`config.mk`:
```
export PLATFORM = sky130hd
export DESIGN_NAME = dly_read_ctrl
export DESIGN_NICKNAME = d
export VERILOG_FILES = /design/src/rtl/dly_rd_pkg.sv /design/src/rtl/dly_rd_classify.sv /design/src/rtl/dly_rd_len.sv /design/src/rtl/dly_rd_buf.sv /design/src/rtl/dly_read_ctrl.sv
export SDC_FILE = /design/constraint.sdc
export NUM_CORES = 1
export LEC_CHECK = 0
export BUFFER_PORTS_ARGS = -buffer_cell sky130_fd_sc_hd__buf_2
export CORE_ASPECT_RATIO = 0.5
export CORE_MARGIN = 3
export CORE_UTILIZATION = 40
export CTS_BUF_LIST = sky130_fd_sc_hd__clkbuf_8
export DETAILED_ROUTE_END_ITERATION = 6
export MAX_ROUTING_LAYER = met4
export PLACE_DENSITY = 0.67
export SLEW_MARGIN = 5
export SYNTH_ARGS = -nofsm -noshare
export SYNTH_HDL_FRONTEND = slang
export SYNTH_HIERARCHICAL = 1
export SYNTH_SLANG_ARGS = --single-unit
```
`constraint.sdc`:
```
create_clock -name clk -period 4.55 [get_ports clk]
set_input_delay 0.6825 -clock clk [delete_from_list [all_inputs] [get_ports clk]]
set_output_delay 0.6825 -clock clk [all_outputs]
set_load 0.01 [all_outputs]
```
`src/rtl/dly_rd_pkg.sv`:
```
// Package: command codes and controller states shared by the delayed
// read controller and its sub-blocks.
// Assumes the conventional 4-bit bus command encoding for reads.
package dly_rd_pkg;

    localparam logic [3:0] CMD_IO_RD   = 4'b0010;
    localparam logic [3:0] CMD_MEM_RD  = 4'b0110;
    localparam logic [3:0] CMD_CFG_RD  = 4'b1010;
    localparam logic [3:0] CMD_MEM_RDM = 4'b1100;
    localparam logic [3:0] CMD_MEM_RDL = 4'b1110;

    typedef enum logic [2:0] {
        ST_IDLE,
        ST_ISSUE,
        ST_FILL,
        ST_READY,
        ST_SEND
    } rd_state_e;

endpackage

```
`src/rtl/dly_rd_classify.sv`:
```
// Module: dly_rd_classify
// Decides whether a command is a read at all, and whether it takes the
// prefetchable path (speculative burst) or the single-DWORD path.
// Assumes win_key is the 1 MB granule of the address. Base and limit are
// inclusive, and base > limit turns the window off.
module dly_rd_classify #(
    parameter int WIN_W = 12
) (
    input  logic [3:0]       cmd,
    input  logic [WIN_W-1:0] win_key,
    input  logic [WIN_W-1:0] win_base,
    input  logic [WIN_W-1:0] win_limit,
    output logic             is_read,
    output logic             prefetch,
    output logic             multi_line
);
    import dly_rd_pkg::*;

    logic win_on;
    logic in_win;

    // Window hit: enabled window, inclusive bounds.
    always_comb begin
        win_on = (win_base <= win_limit);
        in_win = win_on && (win_key >= win_base) && (win_key <= win_limit);
    end

    // Command decode into read / path / multi-line flags.
    always_comb begin
        is_read    = 1'b0;
        prefetch   = 1'b0;
        multi_line = 1'b0;
        case (cmd)
            CMD_IO_RD, CMD_CFG_RD: is_read = 1'b1;
            CMD_MEM_RD: begin
                is_read  = 1'b1;
                prefetch = in_win;
            end
            CMD_MEM_RDL: begin
                is_read  = 1'b1;
                prefetch = 1'b1;
            end
            CMD_MEM_RDM: begin
                is_read    = 1'b1;
                prefetch   = 1'b1;
                multi_line = 1'b1;
            end
            default: ;
        endcase
    end

endmodule

```
`src/rtl/dly_rd_len.sv`:
```
// Module: dly_rd_len
// Works out the burst length in DWORDs. The prefetchable path runs to the
// end of this line, or of the next line for multi-line reads. The result
// is clipped to the free buffer space and cut at the page boundary. The
// single-DWORD path always yields 1.
// Assumes LINE_DW and PAGE_DW are powers of two, 2*LINE_DW fits the buffer,
// and free_dw is non-zero whenever the result is used.
module dly_rd_len #(
    parameter int LINE_DW = 8,
    parameter int PAGE_DW = 1024,
    parameter int LEN_W   = 5,
    localparam int PG_W   = $clog2(PAGE_DW),
    localparam int LINE_W = $clog2(LINE_DW)
) (
    input  logic [PG_W-1:0]  addr_lo,
    input  logic             prefetch,
    input  logic             multi_line,
    input  logic [LEN_W-1:0] free_dw,
    output logic [LEN_W-1:0] len
);
    localparam int CW = PG_W + 2;

    logic [CW-1:0] want;
    logic [CW-1:0] page_left;
    logic [CW-1:0] room;
    logic [CW-1:0] pick;

    // Command-driven length, then the two clips, smallest wins.
    always_comb begin
        want      = CW'(multi_line ? 2 * LINE_DW : LINE_DW) - CW'(addr_lo[LINE_W-1:0]);
        page_left = CW'(PAGE_DW) - CW'(addr_lo);
        room      = CW'(free_dw);
        pick      = want;
        if (page_left < pick) pick = page_left;
        if (room < pick)      pick = room;
        len       = prefetch ? LEN_W'(pick) : LEN_W'(1);
    end

endmodule

```
`src/rtl/dly_rd_buf.sv`:
```
// Module: dly_rd_buf
// Read-data store: one write port fed by the target side, one
// combinational read port towards the initiator.
// Assumes the writer never writes and reads the same word in one cycle.
module dly_rd_buf #(
    parameter int DW    = 32,
    parameter int DEPTH = 16,
    localparam int IW   = $clog2(DEPTH)
) (
    input  logic          clk,
    input  logic          wr_en,
    input  logic [IW-1:0] wr_idx,
    input  logic [DW-1:0] wr_data,
    input  logic [IW-1:0] rd_idx,
    output logic [DW-1:0] rd_data
);
    logic [DW-1:0] mem [DEPTH];

    // Store a returned word.
    always_ff @(posedge clk) begin
        if (wr_en) mem[wr_idx] <= wr_data;
    end

    // Present the word selected by the delivery pointer.
    always_comb rd_data = mem[rd_idx];

endmodule

```
`src/rtl/dly_read_ctrl.sv`:
```
// Module: dly_read_ctrl (top)
// Delayed read controller. It holds a single outstanding read entry:
// latch and retry, issue the target burst, fill the buffer, then deliver
// on the matching repeat with a disconnect on the last word.
// Assumes the target returns exactly tgt_len words after tgt_ack. Data
// arriving outside the fill phase is dropped.
module dly_read_ctrl #(
    parameter int AW      = 30,
    parameter int DW      = 32,
    parameter int WIN_W   = 12,
    parameter int LINE_DW = 8,
    parameter int BUF_DW  = 16,
    parameter int PAGE_DW = 1024,
    parameter int LEN_W   = $clog2(BUF_DW + 1)
) (
    input  logic             clk,
    input  logic             rst_n,
    input  logic             ini_req,
    input  logic [3:0]       ini_cmd,
    input  logic [AW-1:0]    ini_addr,
    input  logic [3:0]       ini_be,
    output logic             ini_retry,
    output logic             ini_dv,
    output logic [DW-1:0]    ini_data,
    output logic             ini_last,
    input  logic [WIN_W-1:0] win_base,
    input  logic [WIN_W-1:0] win_limit,
    input  logic [LEN_W-1:0] free_dw,
    output logic             tgt_req,
    output logic [3:0]       tgt_cmd,
    output logic [AW-1:0]    tgt_addr,
    output logic [3:0]       tgt_be,
    output logic [LEN_W-1:0] tgt_len,
    input  logic             tgt_ack,
    input  logic             tgt_rvalid,
    input  logic [DW-1:0]    tgt_rdata
);
    import dly_rd_pkg::*;

    localparam int PTR_W = $clog2(BUF_DW);
    localparam int PG_W  = $clog2(PAGE_DW);

    rd_state_e        st;
    logic             is_read, pref, multi;
    logic [LEN_W-1:0] calc_len;
    logic [3:0]       e_cmd, e_be;
    logic [AW-1:0]    e_addr;
    logic [LEN_W-1:0] e_len;
    logic             e_pref;
    logic [LEN_W-1:0] ptr;
    logic             retry_q;
    logic             hit, at_end;

    dly_rd_classify #(.WIN_W(WIN_W)) u_class (
        .cmd        (ini_cmd),
        .win_key    (ini_addr[AW-1 -: WIN_W]),
        .win_base   (win_base),
        .win_limit  (win_limit),
        .is_read    (is_read),
        .prefetch   (pref),
        .multi_line (multi)
    );

    dly_rd_len #(.LINE_DW(LINE_DW), .PAGE_DW(PAGE_DW), .LEN_W(LEN_W)) u_len (
        .addr_lo    (ini_addr[PG_W-1:0]),
        .prefetch   (pref),
        .multi_line (multi),
        .free_dw    (free_dw),
        .len        (calc_len)
    );

    dly_rd_buf #(.DW(DW), .DEPTH(BUF_DW)) u_buf (
        .clk     (clk),
        .wr_en   (st == ST_FILL && tgt_rvalid),
        .wr_idx  (ptr[PTR_W-1:0]),
        .wr_data (tgt_rdata),
        .rd_idx  (ptr[PTR_W-1:0]),
        .rd_data (ini_data)
    );

    // Repeat-request match against the stored entry, and end-of-burst flag.
    always_comb begin
        hit    = (ini_cmd == e_cmd) && (ini_addr == e_addr) && (ini_be == e_be);
        at_end = (ptr == e_len - LEN_W'(1));
    end

    // Entry, pointer, retry and state sequencing.
    always_ff @(posedge clk) begin
        if (!rst_n) begin
            st      <= ST_IDLE;
            ptr     <= '0;
            retry_q <= 1'b0;
            e_cmd   <= '0;
            e_be    <= '0;
            e_addr  <= '0;
            e_len   <= '0;
            e_pref  <= 1'b0;
        end else begin
            retry_q <= ini_req && is_read && !(st == ST_READY && hit);
            case (st)
                ST_IDLE: begin
                    if (ini_req && is_read && free_dw != '0) begin
                        e_cmd  <= ini_cmd;
                        e_be   <= ini_be;
                        e_addr <= ini_addr;
                        e_len  <= calc_len;
                        e_pref <= pref;
                        st     <= ST_ISSUE;
                    end
                end
                ST_ISSUE: begin
                    if (tgt_ack) begin
                        ptr <= '0;
                        st  <= ST_FILL;
                    end
                end
                ST_FILL: begin
                    if (tgt_rvalid) begin
                        if (at_end) begin
                            ptr <= '0;
                            st  <= ST_READY;
                        end else begin
                            ptr <= ptr + LEN_W'(1);
                        end
                    end
                end
                ST_READY: begin
                    if (ini_req && hit) st <= ST_SEND;
                end
                ST_SEND: begin
                    if (at_end) begin
                        ptr <= '0;
                        st  <= ST_IDLE;
                    end else begin
                        ptr <= ptr + LEN_W'(1);
                    end
                end
                default: st <= ST_IDLE;
            endcase
        end
    end

    // Port drive from the stored entry and state.
    always_comb begin
        ini_retry = retry_q;
        ini_dv    = (st == ST_SEND);
        ini_last  = (st == ST_SEND) && at_end;
        tgt_req   = (st == ST_ISSUE);
        tgt_cmd   = e_cmd;
        tgt_addr  = e_addr;
        tgt_be    = e_pref ? 4'hF : e_be;
        tgt_len   = e_len;
    end

    // any multi-word burst comes from the prefetchable path, all enables on.
    a_r4_burst_all_be: assert property (@(posedge clk) disable iff (!rst_n)
        tgt_req && tgt_len > LEN_W'(1) |-> tgt_be == 4'hF);

    // partial enables only occur on single-DWORD requests.
    a_r5_partial_single: assert property (@(posedge clk) disable iff (!rst_n)
        tgt_req && tgt_be != 4'hF |-> tgt_len == LEN_W'(1));

    // burst length is never zero and never exceeds the buffer.
    a_r7_len_bound: assert property (@(posedge clk) disable iff (!rst_n)
        tgt_req |-> tgt_len != '0 && tgt_len <= LEN_W'(BUF_DW));

    // request held with stable fields until accepted.
    a_r8_req_hold: assert property (@(posedge clk) disable iff (!rst_n)
        tgt_req && !tgt_ack |=> tgt_req && $stable(tgt_addr) && $stable(tgt_len));

    // while busy, every read request gets retry or starts delivery.
    a_r9_busy_answer: assert property (@(posedge clk) disable iff (!rst_n)
        ini_req && is_read && st != ST_IDLE && st != ST_SEND |=> ini_retry || ini_dv);

    // the disconnect word ends delivery.
    a_r10_last_ends: assert property (@(posedge clk) disable iff (!rst_n)
        ini_dv && ini_last |=> !ini_dv);

    // non-read commands in idle produce neither retry nor target request.
    a_r11_nonread_quiet: assert property (@(posedge clk) disable iff (!rst_n)
        st == ST_IDLE && ini_req && !is_read |=> !ini_retry && !tgt_req);

    // no buffer space means no target request.
    a_r12_no_space: assert property (@(posedge clk) disable iff (!rst_n)
        st == ST_IDLE && free_dw == '0 |=> !tgt_req);

endmodule

```
# Word level (Yosys, flattened, before mapping)
# Memory sizes are Yosys's and may differ from the RTL's. A register that Yosys moved wholly into a read port is not among the register bits.
# Index checks and enable logic that the tools add are counted.
# word_totals
elab_cells	80
inputBits	104
out_inout_bits	79
register_bits	53
memories	1
ram_bits	512
# op_classes
eq_ne	19
n_reduce_logical	20
magnitude_cmp	5
n_mux	23
addsub	4
# memory_table
name	words	width	rd	rd_ports_with_merged_regs	write_ports	line	text
u_buf.mem	16	32	1	1	1	dly_rd_buf.sv:17	logic [DW-1:0] mem [DEPTH];
# ops
operator	count
30-bit equality test	1
5-bit two-way mux	6
12-bit <= comparator	2
3-bit two-way mux	6
3-bit one-hot mux with 5 select lines	1
5-bit one-hot mux with 3 select lines	1
4-bit equality test, second input constant	3
12-bit >= comparator	1
12-bit < comparator	1
5-bit by 12-bit < comparator with 1-bit output	1
12-bit two-way mux	1
4-bit two-way mux	3
11-bit by 10-bit subtractor with 12-bit output, first input constant	1
12-bit by 3-bit subtractor with 12-bit output	1
1-bit logical AND	11
4-bit equality test	2
3-bit by 2-bit equality test with 1-bit output, second input constant	2
2-bit by 1-bit != test with 1-bit output, second input constant	3
2-bit != test, second input constant	3
6-bit AND reduction	1
5-bit by 1-bit adder with 5-bit output, second input constant	1
5-bit equality test	1
5-bit nonzero test	1
5-bit OR reduction	1
other kinds (13)	16

# Logic depth before layout (Yosys ltp)
# depth
depth_word	9
mapped_depth	17
depth_no_buf	17

# By module
# The synthesis kept the hierarchy.
# modules_own_cells
mod	cells_per_inst	instances	area_each_um2	seq_area_each_um2
dly_rd_buf	806	1	19194.7	15374.7
dly_read_ctrl	325	1	2736.4	1061.0
dly_rd_classify	118	1	908.4	0.0
dly_rd_len	55	1	406.6	0.0

# Worst setup path before layout
# No wires, ideal clock.
# synth_timing
kind	input to register
startpoint	input tgt_rvalid
endpoint	memory u_buf.mem[0][0], enable pin
arrival_ns	3.704
path_stages	4
path_buffers	0
t_required_ns	4.089
setup_ns	0.461
path_slack_ns	0.385
cell_sequence	nand3b_1 -> nor2_1 -> or3b_2 -> nor3_1
# synth_via
elab_chain_len	3
# synth_lines
item	line	text
start: declaration	dly_read_ctrl.sv:35	input logic tgt_rvalid,
1-bit logical AND	dly_read_ctrl.sv:74	.wr_en (st == ST_FILL && tgt_rvalid),
1-bit two-way mux	dly_rd_buf.sv:21	if (wr_en) mem[wr_idx] <= wr_data;
1-bit two-way mux (implied by the code)	dly_rd_buf.sv:21	
end: declaration	dly_rd_buf.sv:17	
# No other way between the ends.

==> summary.txt <==
Status: completed
Footprint of the multi-input gates: 6520 um^2
# port buffers: 182
Post-synthesis compound-gate area fraction: 5.50%
R2R Path Start: ptr[0]
CP startpoint kind: register
Register area: 16400 um^2
Final period utilization: 85.9%
Slew HR: 20.7%
Htree depth: 3
GRT Util Overall: 17.8%
Area of the mapped netlist: 23200 um^2
Total clock sinks: 565
Arrival @ worst endpoint: 3.22 ns
Worst-path fanout max: 50
Critical path capture point type: output pin
Top_reg_cell synth: edfxtp_1
Worst-margin pin slew: 1.19 ns
Synth-to-Final Area Change: 15.2%
Endpoints failing setup: 0
CP required: 3.87 ns
Share of cells above drive strength 1: 30.2%
Global-route wire length before repair: 79700 um
Initial antenna violation count: 1
Die width: 347 um
Cts repair resizes: 0
Antenna-violating nets left: 0
WS Path Type: register to output pin
CTS root buffer: clkbuf_8
Synth area leaders: edfxtp_1 66%, mux4_2 12%, dfxtp_1 4.6%, ha_1 2.4%, nand2_1 2.1%
Post-synthesis sequential area ratio: 70.7%
GR Overflow Total: 0
Worst VDD drop: 0.236 mV
Largest area contributor in the netlist: edfxtp_1
Ports: 183
Vias/cell: 5.39
Via count: 12.7k
Detailed placer's ending HPWL: 31400 um
Combinational family with the most area after synthesis: multiplexers
Die area: 61200 um^2
Final hold vios: 0
PD cells: 372 nW/um^2
Row cnt: 61
Critical hold path startpoint: ini_addr[12]
Synth warnings: 6
Core ar.: 56500 um^2
Pins Over Slew Limit: 0
Most common cell in the synthesized netlist: edfxtp_1
EDFF count, synth: 512
Clock-pin slew on the worst setup and hold paths: 0.06 ns
Post-synthesis simple-gate area fraction: 5.17%
Avg WL per Cell: 22.2 um
XOR/XNOR share of the synthesized area: 1.92%
Share of the synthesized area in the top cell type: 66.1%
Nets@finish: 1688
Placer Congestion: 0.824
Filler cells: 4774
Leakage power: 9.02 nW
RSZ-0062 raised after global routing: no
Num CTS Buffers: 81
Max-cap violation count: 0
Launch point of the critical path: ptr[0]
Netlist cell types: 65
Synth cell count leaders: 512 x edfxtp_1, 132 x nand2_1, 128 x mux4_2
Post-Synthesis Cells: 1304
Avg Inst Size Synth: 17.8 um^2
Tmin final: 3.91 ns
TNS Setup: 0 ns
Cts-stage hold buffer count: 0
Total Routed Length: 52400 um
Synthesis-stage register bit count: 565
Async set-reset flop share out of synthesis: 0%
Die Span Y: 176 um
Syn Nets: 1452
Max Freq: 256 MHz
Multiplexer area fraction after synthesis: 12.5%
Clk_lat worst skew: 0.67 ns
Remaining DRCs: 0
Adder-Cell Fraction of Synth Area: 2.37%
Number of global-route vias before repair: 13.0k
Hold Slack: 0.291 ns
Setup bufs post-CTS: 0
Clk buf depth: 3
Fin Clk Skew: 0.0443 ns
Initial drt markers: 1055
Min-delay worst type: input port to register
Initial Util: 41.2%
CTS tree: done
Drt pass-1 iters: 6
Largest net degree at the start of global routing: 64
[routing by layer]
| metal | vias up | routed length [um] | GRT usage, % |
|---|---|---|---|
| met5 | - | 0 | - |
| met2 | 404 | 25100 | 27.9 |
| met4 | 0 | 937 | 4.33 |
| li1 | 5684 | - | - |
| met1 | 6525 | 23000 | 24.3 |
| met3 | 81 | 3400 | 3.27 |
[per-stage QoR]
stage	instances	utilization [%]	cell area, um^2	total power [mW]	worst slack [ns]
final	2356	47.4	26800	9.96	0.643
after global routing	2356	47.4	26800	10.4	0.382
after CTS	2355	47.4	26800	10.1	0.533
after detailed placement	2213	44.8	25300	6.36	0.447
after global placement	2213	44.8	25300	6.36	0.613
after floorplan	1304	-	23200	6.13	0.385
[cell families after synthesis]
family	count (synthesis)
flops	565
simple gates	247
compound gates	171
mux	131
buf+inv	95
xor+xnor	51
fa+ha+maj	44
[worst max-delay path, stage by stage, from the launching register on]
cell     delay [ns]
dfxtp_4        1.03
buf_12         0.36
mux4_2         0.54
a22oi_1        0.31
nand2_1        0.10
buf_2          0.15
[where the power goes]
group / switching, mW / internal, mW / total (mW)
clock: 1.93 / 1.78 / 3.72
sequential: 0.0357 / 5.67 / 5.71
combinational: 0.301 / 0.239 / 0.540
total: 2.27 / 7.69 / 9.96
[state kept, by name, summed over array words and instances (netlist names)]
| name | count |
|---|---|
| e_be | 4 |
| e_pref | 1 |
| ini_retry | 1 |
| ptr | 5 |
| st | 3 |
| tgt_addr | 30 |
| tgt_cmd | 4 |
| tgt_len | 5 |
| u_buf/mem | 512 |
[area by class of cell]
class                   count  area share [%]
flip-flops and latches    565            61.4
multi-input cells         644            24.4
repair buffers            213            4.69
clock buffers              83            4.27
well taps                 756            3.53
clock inverters            59            1.21
inverters                  35           0.491
diodes                      1         0.00935
[path summary, 6_finish.rpt]
check / to / slack (ns) / depth (start not counted)
setup / recovery: ini_data[16] / 0.64 / 5
hold / removal: tgt_addr[12] / 0.29 / 3
setup reg to reg: u_buf/mem[15][1] / 1.47 / 4
hold reg to reg: tgt_addr[16] / 0.48 / 2
[placed cells by master, fill, tap and decap left out, types with 22 or more instances in the layout]
cell type    n
clkbuf_8    83
xor2_1      46
mux4_2     128
ha_1        44
nand2_1    132
buf_4       22
clkinv_1    26
a22oi_1     65
edfxtp_1   512
buf_2      182
dfxtp_1     51
inv_1       55
a21boi_0    39
No activity file was read; power rests on OpenSTA's default activity.
